===== src/rtl/mdu_pkg.sv =====
package mdu_pkg;
    localparam int DATA_W  = 32;
    localparam int STAT_W  = 9;
    localparam int NUM_MSG = 2;

    localparam int B_MSG0  = 0;
    localparam int B_MSG1  = 1;
    localparam int B_DB    = 3;
    localparam int B_MCHK  = 4;
    localparam int B_POSTQ = 5;
    localparam int B_IPOVF = 7;
    localparam int B_OFOVF = 8;

    localparam logic [STAT_W-1:0] IN_VALID   = 9'h1BB;
    localparam logic [STAT_W-1:0] OUT_VALID  = 9'h02B;
    localparam logic [STAT_W-1:0] IN_STICKY  = 9'h1B3;
    localparam logic [STAT_W-1:0] OUT_STICKY = 9'h023;

    localparam logic [DATA_W-1:0] IN_DB_SET  = 32'hFFFF_FFFF;
    localparam logic [DATA_W-1:0] OUT_DB_SET = 32'h1FFF_FFFF;

    typedef enum logic [3:0] {
        A_IMSG0 = 4'd0,
        A_IMSG1 = 4'd1,
        A_OMSG0 = 4'd2,
        A_OMSG1 = 4'd3,
        A_IDB   = 4'd4,
        A_ODB   = 4'd5,
        A_ISTAT = 4'd6,
        A_IMASK = 4'd7,
        A_OSTAT = 4'd8,
        A_OMASK = 4'd9
    } reg_addr_e;
endpackage


===== src/rtl/mdu_msg_bank.sv =====
module mdu_msg_bank #(
    parameter int NMSG = 2,
    parameter int DW   = 32,
    localparam int IW  = (NMSG > 1) ? $clog2(NMSG) : 1
) (
    input  logic                     clk,
    input  logic                     rst_n,
    input  logic                     wr_en,
    input  logic [IW-1:0]            wr_idx,
    input  logic [DW-1:0]            wr_data,
    output logic [NMSG-1:0][DW-1:0]  regs_o,
    output logic [NMSG-1:0]          wr_hit_o
);
    typedef struct packed {
        logic [NMSG-1:0][DW-1:0] msg;
    } bank_t;

    bank_t state_d, state_q;

    for (genvar k = 0; k < NMSG; k++) begin : g_hit
        assign wr_hit_o[k] = wr_en && (wr_idx == IW'(k));
    end

    always_comb begin
        state_d = state_q;
        for (int k = 0; k < NMSG; k++) begin
            if (wr_hit_o[k]) state_d.msg[k] = wr_data;
        end
    end

    always_ff @(posedge clk) begin
        if (!rst_n) state_q <= '0;
        else        state_q <= state_d;
    end

    assign regs_o = state_q.msg;


    msg_store_chk: assert property (@(posedge clk) disable iff (!rst_n)
        wr_en |=> regs_o[$past(wr_idx)] == $past(wr_data));


    msg_hold_chk: assert property (@(posedge clk) disable iff (!rst_n)
        !wr_en |=> $stable(regs_o));
endmodule


===== src/rtl/mdu_doorbell.sv =====
module mdu_doorbell #(
    parameter int DW = 32,
    parameter logic [DW-1:0] SET_MASK = '1
) (
    input  logic          clk,
    input  logic          rst_n,
    input  logic          set_en,
    input  logic          clr_en,
    input  logic [DW-1:0] wdata,
    output logic [DW-1:0] bits_o,
    output logic          pend_o
);
    typedef struct packed {
        logic [DW-1:0] bits;
    } db_t;

    db_t state_d, state_q;

    always_comb begin
        state_d = state_q;
        if (set_en)      state_d.bits = state_q.bits | (wdata & SET_MASK);
        else if (clr_en) state_d.bits = state_q.bits & ~wdata;
    end

    always_ff @(posedge clk) begin
        if (!rst_n) state_q <= '0;
        else        state_q <= state_d;
    end

    assign bits_o = state_q.bits;
    assign pend_o = |state_q.bits;


    db_reserved_chk: assert property (@(posedge clk) disable iff (!rst_n)
        set_en |=> ((bits_o & ~$past(bits_o)) & ~SET_MASK) == '0);


    db_set_chk: assert property (@(posedge clk) disable iff (!rst_n)
        set_en |=> (bits_o & $past(wdata) & SET_MASK) == ($past(wdata) & SET_MASK));


    db_clear_chk: assert property (@(posedge clk) disable iff (!rst_n)
        (clr_en && !set_en) |=> (bits_o & $past(wdata)) == '0);
endmodule


===== src/rtl/mdu_irq_ctrl.sv =====
module mdu_irq_ctrl #(
    parameter int SW = 9,
    parameter logic [SW-1:0] VALID  = '1,
    parameter logic [SW-1:0] STICKY = '1,
    parameter int DB_BIT = 3
) (
    input  logic          clk,
    input  logic          rst_n,
    input  logic [SW-1:0] set_i,
    input  logic          clr_en,
    input  logic          mask_en,
    input  logic [SW-1:0] wdata,
    input  logic          db_pend,
    output logic [SW-1:0] stat_o,
    output logic [SW-1:0] mask_o,
    output logic          irq_o
);
    typedef struct packed {
        logic [SW-1:0] stat;
        logic [SW-1:0] mask;
    } ctl_t;

    ctl_t state_d, state_q;
    logic [SW-1:0] clr_vec;
    logic [SW-1:0] db_vec;

    always_comb begin
        state_d = state_q;
        clr_vec = clr_en ? wdata : '0;
        state_d.stat = ((state_q.stat & ~clr_vec) | set_i) & STICKY;
        if (mask_en) state_d.mask = wdata & VALID;
    end

    always_ff @(posedge clk) begin
        if (!rst_n) begin
            state_q.stat <= '0;
            state_q.mask <= VALID;
        end else begin
            state_q <= state_d;
        end
    end

    always_comb begin
        db_vec = '0;
        db_vec[DB_BIT] = db_pend;
    end

    assign stat_o = state_q.stat | db_vec;
    assign mask_o = state_q.mask;
    assign irq_o  = |(stat_o & ~state_q.mask & VALID);


    set_wins_chk: assert property (@(posedge clk) disable iff (!rst_n)
        (|(set_i & STICKY)) |=> (stat_o & $past(set_i & STICKY)) == $past(set_i & STICKY));


    stat_quiet_chk: assert property (@(posedge clk) disable iff (!rst_n)
        (!clr_en && set_i == '0) |=> (stat_o & STICKY) == $past(stat_o & STICKY));


    mask_hold_chk: assert property (@(posedge clk) disable iff (!rst_n)
        !mask_en |=> $stable(mask_o));


    clr_chk: assert property (@(posedge clk) disable iff (!rst_n)
        clr_en |=> (stat_o & $past(wdata & ~set_i) & STICKY) == '0);
endmodule


===== src/rtl/msgdb_irq_unit.sv =====
module msgdb_irq_unit
    import mdu_pkg::*;
(
    input  logic        clk,
    input  logic        rst_n,
    input  logic        req_valid,
    input  logic        req_write,
    input  logic        req_side,
    input  logic [3:0]  req_addr,
    input  logic [31:0] req_wdata,
    output logic [31:0] rd_data,
    input  logic        in_postq_evt,
    input  logic        out_postq_evt,
    input  logic        mchk_evt,
    input  logic        in_post_ovf_evt,
    input  logic        out_free_ovf_evt,
    output logic        irq_in,
    output logic        irq_out
);
    localparam int IW = (NUM_MSG > 1) ? $clog2(NUM_MSG) : 1;

    logic wr_host, wr_local, rd_any;
    logic imsg_wr, omsg_wr;
    logic idb_set, idb_clr, odb_set, odb_clr;
    logic ist_clr, imask_wr, ost_clr, omask_wr;
    logic [STAT_W-1:0] in_set, out_set;

    logic [NUM_MSG-1:0][DATA_W-1:0] in_msgs, out_msgs;
    logic [NUM_MSG-1:0] in_hit, out_hit;
    logic [DATA_W-1:0] idb_bits, odb_bits;
    logic idb_pend, odb_pend;
    logic [STAT_W-1:0] in_stat, in_mask, out_stat, out_mask;
    logic [DATA_W-1:0] rd_val;

    always_comb begin
        wr_host  = req_valid && req_write && !req_side;
        wr_local = req_valid && req_write &&  req_side;
        rd_any   = req_valid && !req_write;
        imsg_wr  = wr_host  && (req_addr == A_IMSG0 || req_addr == A_IMSG1);
        omsg_wr  = wr_local && (req_addr == A_OMSG0 || req_addr == A_OMSG1);
        idb_set  = wr_host  && (req_addr == A_IDB);
        idb_clr  = wr_local && (req_addr == A_IDB);
        odb_set  = wr_local && (req_addr == A_ODB);
        odb_clr  = wr_host  && (req_addr == A_ODB);
        ist_clr  = wr_local && (req_addr == A_ISTAT);
        imask_wr = wr_local && (req_addr == A_IMASK);
        ost_clr  = wr_host  && (req_addr == A_OSTAT);
        omask_wr = wr_host  && (req_addr == A_OMASK);
    end

    always_comb begin
        in_set           = '0;
        in_set[B_MSG0]   = in_hit[0];
        in_set[B_MSG1]   = in_hit[1];
        in_set[B_MCHK]   = mchk_evt;
        in_set[B_POSTQ]  = in_postq_evt;
        in_set[B_IPOVF]  = in_post_ovf_evt;
        in_set[B_OFOVF]  = out_free_ovf_evt;
        out_set          = '0;
        out_set[B_MSG0]  = out_hit[0];
        out_set[B_MSG1]  = out_hit[1];
        out_set[B_POSTQ] = out_postq_evt;
    end

    mdu_msg_bank #(.NMSG(NUM_MSG), .DW(DATA_W)) u_in_msgs (
        .clk(clk), .rst_n(rst_n), .wr_en(imsg_wr), .wr_idx(req_addr[IW-1:0]),
        .wr_data(req_wdata), .regs_o(in_msgs), .wr_hit_o(in_hit)
    );

    mdu_msg_bank #(.NMSG(NUM_MSG), .DW(DATA_W)) u_out_msgs (
        .clk(clk), .rst_n(rst_n), .wr_en(omsg_wr), .wr_idx(req_addr[IW-1:0]),
        .wr_data(req_wdata), .regs_o(out_msgs), .wr_hit_o(out_hit)
    );

    mdu_doorbell #(.DW(DATA_W), .SET_MASK(IN_DB_SET)) u_in_db (
        .clk(clk), .rst_n(rst_n), .set_en(idb_set), .clr_en(idb_clr),
        .wdata(req_wdata), .bits_o(idb_bits), .pend_o(idb_pend)
    );

    mdu_doorbell #(.DW(DATA_W), .SET_MASK(OUT_DB_SET)) u_out_db (
        .clk(clk), .rst_n(rst_n), .set_en(odb_set), .clr_en(odb_clr),
        .wdata(req_wdata), .bits_o(odb_bits), .pend_o(odb_pend)
    );

    mdu_irq_ctrl #(.SW(STAT_W), .VALID(IN_VALID), .STICKY(IN_STICKY), .DB_BIT(B_DB)) u_in_ctl (
        .clk(clk), .rst_n(rst_n), .set_i(in_set), .clr_en(ist_clr), .mask_en(imask_wr),
        .wdata(req_wdata[STAT_W-1:0]), .db_pend(idb_pend),
        .stat_o(in_stat), .mask_o(in_mask), .irq_o(irq_in)
    );

    mdu_irq_ctrl #(.SW(STAT_W), .VALID(OUT_VALID), .STICKY(OUT_STICKY), .DB_BIT(B_DB)) u_out_ctl (
        .clk(clk), .rst_n(rst_n), .set_i(out_set), .clr_en(ost_clr), .mask_en(omask_wr),
        .wdata(req_wdata[STAT_W-1:0]), .db_pend(odb_pend),
        .stat_o(out_stat), .mask_o(out_mask), .irq_o(irq_out)
    );

    always_comb begin
        rd_val = '0;
        case (req_addr)
            A_IMSG0: rd_val = in_msgs[0];
            A_IMSG1: rd_val = in_msgs[1];
            A_OMSG0: rd_val = out_msgs[0];
            A_OMSG1: rd_val = out_msgs[1];
            A_IDB:   rd_val = idb_bits;
            A_ODB:   rd_val = odb_bits;
            A_ISTAT: rd_val = DATA_W'(in_stat);
            A_IMASK: rd_val = DATA_W'(in_mask);
            A_OSTAT: rd_val = DATA_W'(out_stat);
            A_OMASK: rd_val = DATA_W'(out_mask);
            default: rd_val = '0;
        endcase
        rd_data = rd_any ? rd_val : '0;
    end


    db_irq_chk: assert property (@(posedge clk) disable iff (!rst_n)
        ((|idb_bits) && !in_mask[B_DB]) |-> irq_in);


    odb_irq_chk: assert property (@(posedge clk) disable iff (!rst_n)
        ((|odb_bits) && !out_mask[B_DB]) |-> irq_out);


    msg_status_chk: assert property (@(posedge clk) disable iff (!rst_n)
        imsg_wr |=> in_stat[$past(req_addr[0])]);


    idle_read_chk: assert property (@(posedge clk) disable iff (!rst_n)
        !rd_any |-> rd_data == '0);
endmodule


===== config.mk =====
export PLATFORM = sky130hd
export DESIGN_NAME = msgdb_irq_unit
export DESIGN_NICKNAME = d
export VERILOG_FILES = /design/src/rtl/mdu_pkg.sv /design/src/rtl/mdu_msg_bank.sv /design/src/rtl/mdu_doorbell.sv /design/src/rtl/mdu_irq_ctrl.sv /design/src/rtl/msgdb_irq_unit.sv
export SDC_FILE = /design/constraint.sdc
export NUM_CORES = 1
export LEC_CHECK = 0
export ABC_CLOCK_PERIOD_IN_PS = 2050
export BUFFER_PORTS_ARGS = -buffer_cell sky130_fd_sc_hd__buf_2
export CAP_MARGIN = 20
export CORE_UTILIZATION = 35
export DETAILED_ROUTE_END_ITERATION = 6
export GPL_TIMING_DRIVEN = 0
export PLACE_DENSITY = 0.6
export SLEW_MARGIN = 20
export SYNTH_ARGS = -nofsm -noshare
export SYNTH_HDL_FRONTEND = slang
export SYNTH_SLANG_ARGS = --single-unit
export TNS_END_PERCENT = 30

===== constraint.sdc =====
create_clock -name clk -period 2.05 [get_ports clk]
set_input_delay 0.205 -clock clk [delete_from_list [all_inputs] [get_ports clk]]
set_output_delay 0.205 -clock clk [all_outputs]
set_load 0.02 [all_outputs]

# Word level (Yosys, flattened, before mapping)
# Cells that the tools add are included.
[classes]
reduce_logical = 29
n_bitwise = 18
eq_ne = 9
muxes = 8
[ops]
columns = ["operator", "count"]
rows = [
  ["$pmux 32 s10", 1],
  ["$mux 32", 5],
  ["$and 32x32->32", 2],
  ["$reduce_or 32->1", 2],
  ["$not 32->32", 1],
  ["$or 32x29->32", 1],
  ["$or 32x32->32", 1],
  ["$and 9x9->9", 2],
  ["$logic_and 1x1->1", 18],
  ["$not 9->9", 2],
  ["$eq 4x3->1 const B", 4],
  ["$and 6x6->6", 2],
  ["$not 6->6", 2],
  ["$mux 9", 1],
  ["$or 9x4->9", 1],
  ["$or 9x9->9", 1],
  ["$eq 4x2->1 const B", 2],
  ["$eq 4x4->1 const B", 2],
  ["$reduce_or 7->1", 1],
  ["$mux 6", 1],
  ["$or 6x4->6", 1],
  ["$or 6x6->6", 1],
  ["$eq 4x1->1 const B", 1],
  ["$logic_not 4->1", 1],
  ["5 further kinds", 8],
]
[word_totals]
regBits = 215
inputBits = 46
word_cells = 75

# Depth between registers and ports, before layout
# Gate-level depths: netlist of run 1.
[logic_depth]
word_depth = 7
ltp_mapped = 7
ltp_nobuf = 4

# Hierarchy
# A second synthesis of run 1 with hierarchy kept.
[unflattened]
hier_cells = 1132
hier_area_um2 = 10158.5
[by_module_without_submodules]
columns = ["mod", "cells_per_inst", "n_inst", "area_each_um2"]
rows = [
  ["mdu_msg_bank", 245, 2, 2447.3],
  ["msgdb_irq_unit", 243, 1, 1726.7],
  ["mdu_doorbell (u_in_db)", 148, 1, 1317.5],
  ["mdu_doorbell (u_out_db)", 146, 1, 1297.5],
  ["mdu_irq_ctrl (u_in_ctl)", 63, 1, 553.0],
  ["mdu_irq_ctrl (u_out_ctl)", 42, 1, 369.1],
]

# Worst setup path before layout of run 1
# No wires, ideal clock.
[synth_timing]
path_type = "input -> output"
start = "input req_addr[3]"
end = "output rd_data[22]"
path_stages = 6
path_slack_ns = 0.055
t_required_ns = 1.845
arrival_ns = 1.790
n_path_buf = 3
path_cell_list = "buf_2 > nor4b_4 > buf_2 > buf_2 > a22oi_1 > a31oi_1"
[synth_via]
elab_chain_cells = 3
elab_cells_between_ends = 12
[synth_lines]
columns = ["item", "line_no", "text"]
rows = [
  ["from (decl)", "msgdb_irq_unit.sv:9", "input logic [3:0] req_addr,"],
  ["$eq 4x4->1 (tied with other cells)", "msgdb_irq_unit.sv:99", "case (req_addr)"],
  ["$pmux 32 s10 (*)", "msgdb_irq_unit.sv:99", ""],
  ["$mux 32 (*)", "msgdb_irq_unit.sv:112", "rd_data = rd_any ? rd_val : '0;"],
  ["to (decl)", "msgdb_irq_unit.sv:11", "output logic [31:0] rd_data,"],
]
# Every way passes the cells marked *; elsewhere a longest branch is shown, timed or not.

==> results.cfg, run 1 <==
[status]
violations = negative setup slack
status = complete, but fails checks

[clocking]
max-clock-path-buffers = 3
cts_buffers = 25
h-tree-depth = 1
cts_tree = done
clock_latency_ns = 0.52
root_buffer = clkbuf_16
clk_pin_slew_ns = 0.06
cts_sinks = 212

[die]
start_util_pct = 36.0
core-area_um2 = 25500
boundaryPins = 80
die_area_um2 = 26900
die_h_um = 164
num_rows = 58
die_x_um = 164

[power_and_ir_drop]
sw_frac_of_total_pct = 23.1
power.switching_mw = 2.19
pwr-share-comb_pct = 6.5
power_frac_seq_pct = 43.8
p_leak_nw = 4.13
peakVddDrop_mv = 0.641
powerDensity_nw_per_um2 = 819
intPower_mw = 7.32
finalPower_mw = 9.51
power_frac_clock_pct = 49.7

[grt]
use_met2_pct = 41.4
grt_use_total_pct = 25.6
top_usage_layer = met2
grt_pass1_wl_um = 52200
use_met1_pct = 34.6
antenna_found_initial = 0
grt_max_degree = 13
met3_usage_pct = 4.17
grt_pass1_vias = 8810
grt-ovfl-total = 0

[routing]
vias_per_cell = 5.76
drtIter0Drc = 1007
wire_per_inst_um = 21.3
antenna_left = 0
first_pass_iters = 5
vias = 9297
drt-total-wl_um = 34300
drc_errors = 0

[synth]
ys_types = 45
netlist_instances = 1129
synth-main-ff-cell = dfxtp_1
avgSynthCellArea_um2 = 8.13
yosys_warnings = 0
syn_nets = 1175
synth_area_um2 = 9180
synth_edf_count = 0
ys_ff_latch = 212
synth-seq-area-share_pct = 46.2
async_reset_ff_share_pct = 0

[sta]
period_needed_ns = 2.21
finalHoldWorstSlack_ns = 0.0148
fin_ws_ns = -0.156
rsz0062_at_grt = true
fmax_ghz = 0.453
finalHoldViolations = 0
post-route-period-util_pct = 108
worst_pin_slew_ns = 0.837
relSlewSlack_pct = 44.2
final.setup_skew_ns = 0
setup_viol = 4
drv_slew = 0

[run]
maxCapViolCount = 0

[setup_path]
rrSetupSlack_ns = 1.20
end_kind = output port
crit_path_max_fanout = 3
required_ns = 1.85
worst-setup-path-type = reg2out
worst_setup_path_start_kind = register
arrival_ns = 2.00

[placed_design]
place_hpwl_um = 23300
place_congestion = 0.876
post_dp_cell_area_um2 = 9960
dpl.cell_count = 1531
numPortBuffers = 72

[layout]
layout_commonest_cell = nand2_1
area_growth_pct = 26.4
fin_util_pct = 45.6
layout-drive-gt1-share_pct = 17.1
fill_cells = 2530
final_nets = 1313
fin_cells = 1613
diodes = 0
layout_common_cells = 275 x nand2_1, 204 x dfxtp_1, 169 x a21oi_1
final_cell_area_um2 = 11600

[hold_path]
hp-class = in2reg
layout make-up:
class,instances,area [um2],share of cell area (%)
tap,330,413,3.56
sequential,212,4250,36.6
clock buffer,37,741,6.38
clock inverter,6,130,1.12
inverter,11,41.3,0.356
timing repair buffer,113,773,6.66
multi-input combinational,796,4710,40.6
buffer,108,548,4.72
path summary, 6_finish.rpt:
path / start / to / cells past startpoint
setup reg to reg: register / register / 2
setup / recovery: register / rd_data[3] / 6
hold reg to reg: u_in_msgs.regs_o[6] / u_in_msgs.regs_o[6] / 2
hold / removal: req_wdata[2] / register / 2
logic make-up after synthesis:
group,synth area share [%]
and+or+nand+nor,19.2
AOI/OAI and AO/OA,25.2
DFF,46.2
buffers and inverters,5.31
muxes,4.05
synth_stat cells (all sizes together), types with 3 or more instances:
cell | instances | share of area (%)
nand2 | 275 | 11
dfxtp | 212 | 46
a21oi | 169 | 9.2
a22oi | 84 | 6.9
clkbuf | 76 | 3.1
nand3 | 39 | 2.1
mux2i | 36 | 3.9
buf | 34 | 1.8
a311oi | 32 | 3.1
nor2 | 32 | 1.3
a31oi | 30 | 2.0
nor4 | 18 | 1.3
inv | 11 | 0.45
o21a | 11 | 0.90
o21ai | 8 | 0.44
a222oi | 7 | 0.76
nand4 | 6 | 0.41
a21boi | 5 | 0.41
and2 | 4 | 0.27
and3 | 4 | 0.27
and4bb | 4 | 0.55
nor4b | 4 | 0.84
a22o | 3 | 0.29
a32oi | 3 | 0.29
o22ai | 3 | 0.20
stage by stage:
step                      worst slack (ns)  setup TNS (ns)
after floorplan                     0.0551               0
after global routing                -0.158          -0.469
after global placement              -0.789          -46.81
after CTS                           -0.109          -0.252
after detailed placement            -0.806          -52.66
final                               -0.156          -0.330
worst max-delay path: stages (launching register included):
cell     delay, ns
dfxtp_2       0.34
nor4_4        0.33
nand4_1       0.13
buf_4         0.19
o21ai_1       0.15
a31oi_1       0.14
buf_4         0.19
metal layers:
layer  wire [um]  part of all wire, %
met1       14800                   43
met2       15500                   45
met3        2930                  8.5
met4        1080                  3.1
met5           0                    0
power by group through the flow:
stage | registers [mW] | logic, mW | clock network (mW)
after floorplan | 4.25 | 0.263 | 0
after global placement | 4.25 | 0.515 | 0
after detailed placement | 4.25 | 0.516 | 0
after CTS | 4.17 | 0.591 | 4.77
after global routing | 4.17 | 0.651 | 4.93
final | 4.17 | 0.616 | 4.73
what timing repair did:
action / in CTS / in global routing
gates resized for setup: 73 / 42
endpoints found under the hold margin: 105 / 0
setup endpoints to repair: 34 / 34
pin swaps: 12 / 9
buffers inserted: 10 / 4
hold buffers: 27 / 0
(Power assumes the default switching activity.)
==> inputs of run 2 (changes only) <==
--- a/config.mk
+++ b/config.mk
@@ -7,11 +7,11 @@
 export LEC_CHECK = 0
 export ABC_CLOCK_PERIOD_IN_PS = 2050
 export BUFFER_PORTS_ARGS = -buffer_cell sky130_fd_sc_hd__buf_2
-export CAP_MARGIN = 20
+export CORE_ASPECT_RATIO = 0.8
 export CORE_UTILIZATION = 35
 export DETAILED_ROUTE_END_ITERATION = 6
 export GPL_TIMING_DRIVEN = 0
-export PLACE_DENSITY = 0.6
+export PLACE_DENSITY = 0.58
 export SLEW_MARGIN = 20
 export SYNTH_ARGS = -nofsm -noshare
 export SYNTH_HDL_FRONTEND = slang
==> run 2 against run 1 <==
The flow still finishes with violations (negative setup slack). Sequential power hardly changed. Maximum frequency increased by 0.84%. Setup slack better by 0.018 ns.
==> results.cfg, run 2 (synthesis results as in run 1) <==
[die]
die_x_um = 183
core-area_um2 = 25500
die_h_um = 147
boundaryPins = 80
num_rows = 52
die_area_um2 = 26900
start_util_pct = 36.0

[clocking]
root_buffer = clkbuf_16
cts_tree = done
clock_latency_ns = 0.51
cts_sinks = 212
max-clock-path-buffers = 3
clk_pin_slew_ns = 0.06
h-tree-depth = 1
cts_buffers = 23

[sta]
setup_viol = 3
final.setup_skew_ns = 0
rsz0062_at_grt = true
worst_pin_slew_ns = 0.807
setup_tns_ns = -0.253
fin_ws_ns = -0.138
fmax_ghz = 0.457
drv_slew = 0
post-route-period-util_pct = 107
relSlewSlack_pct = 46.2
period_needed_ns = 2.19
finalHoldViolations = 0

[grt]
antenna_found_initial = 0
grt-ovfl-total = 0
grt_use_total_pct = 25.8
grt_max_degree = 15
grt_pass1_vias = 8706
grt_pass1_wl_um = 53200

[placed_design]
place_hpwl_um = 24000
dpl.cell_count = 1552
place_congestion = 0.870
post_dp_cell_area_um2 = 9980
numPortBuffers = 72

[power_and_ir_drop]
peakVddDrop_mv = 0.580
powerDensity_nw_per_um2 = 788
p_leak_nw = 4.06
finalPower_mw = 8.99

[hold_path]
worstHoldStart = req_wdata[26]
hold_end = u_out_msgs.regs_o[26]
hold_path_depth = 3
hp-class = in2reg

[routing]
antenna_left = 0
top_layer = met4
wire_per_inst_um = 21.8
drt-total-wl_um = 35500
met1_length_um = 16500
drtIter0Drc = 1076
drc_errors = 0
wl_met2_um = 15300
wl_met3_um = 2810
vias = 9325
first_pass_iters = 6
vias_per_cell = 5.73

[setup_path]
worst_setup_path_start_kind = register
end_kind = output port
worst-setup-path-type = reg2out
arrival_ns = 1.98
rrSetupSlack_ns = 1.21
required_ns = 1.85
crit_path_max_fanout = 3
r2r_cells = 2

[status]
violations = negative setup slack
status = complete, but fails checks

[layout]
register_area_um2 = 4260
diodes = 0
area_growth_pct = 24.2
fin_cells = 1628
final_nets = 1308
layout_commonest_cell = nand2_1
final_cell_area_um2 = 11400
layout-drive-gt1-share_pct = 16.2
multiInputGateArea_um2 = 4660
layout_common_cells = 275 x nand2_1, 203 x dfxtp_1, 169 x a21oi_1
fill_cells = 2611

[run]
maxCapViolCount = 0
[run 2: changes by cell type in the layout (fill, tap and decap cells not counted), sizes merged]
cell and change:
buf -11, bufinv -2, clkinvlp +2, clkbuf -1, clkinv +5, inv +1
[run 2: what timing repair did]
action	in CTS	in global routing
pin swaps	17	8
setup buffers	9	1
gates resized for setup	78	20
endpoints found under the setup margin	34	15
hold buffers	27	0
hold endpoints to repair	101	0
gates cloned	1	0
[run 2: cell type report]
type / instances / share of cell area (%)
sequential: 212 / 37.3
multi-input combinational: 796 / 40.9
inverter: 11 / 0.362
tap: 351 / 3.85
buffer: 108 / 4.78
timing repair buffer: 110 / 6.30
clock inverter: 12 / 1.08
clock buffer: 28 / 5.47
[run 2: worst max-delay path by stage]
| stage | end | slack [ns] |
|---|---|---|
| global route | rd_data[3] | -0.17 |
| global placement | rd_data[17] | -0.80 |
| detailed placement | rd_data[18] | -0.79 |
| CTS | rd_data[3] | -0.09 |
| floorplan | rd_data[22] | 0.06 |
| finish | rd_data[3] | -0.14 |
[run 2: metal layers]
| layer | global-route usage, % | vias to the layer above |
|---|---|---|
| li1 | - | 4324 |
| met1 | 38.5 | 4549 |
| met2 | 38.2 | 390 |
| met3 | 3.57 | 62 |
| met4 | 7.50 | 0 |
| met5 | 0 | - |
[run 2: report_power, final]
part           internal, mW  switching [mW]
sequential             4.14          0.0207
clock                  2.42            1.79
combinational         0.185           0.429
total                  6.75            2.24
[run 2: critical path, cell delays in order (launching register included)]
cell	delay, ns
dfxtp_2	0.35
nor4_4	0.35
nand4_1	0.25
o21ai_1	0.22
a31oi_1	0.12
buf_2	0.18
[run 2: stage by stage]
stage | hold slack, ns | setup WS (ns) | utilization (%)
after global routing | 0.0313 | -0.166 | 44.7
after global placement | 0.413 | -0.798 | 39.1
after CTS | 0.00425 | -0.0851 | 44.5
after detailed placement | 0.417 | -0.791 | 39.1
after floorplan | 0.292 | 0.0551 | -
final | 0.0149 | -0.138 | 44.7
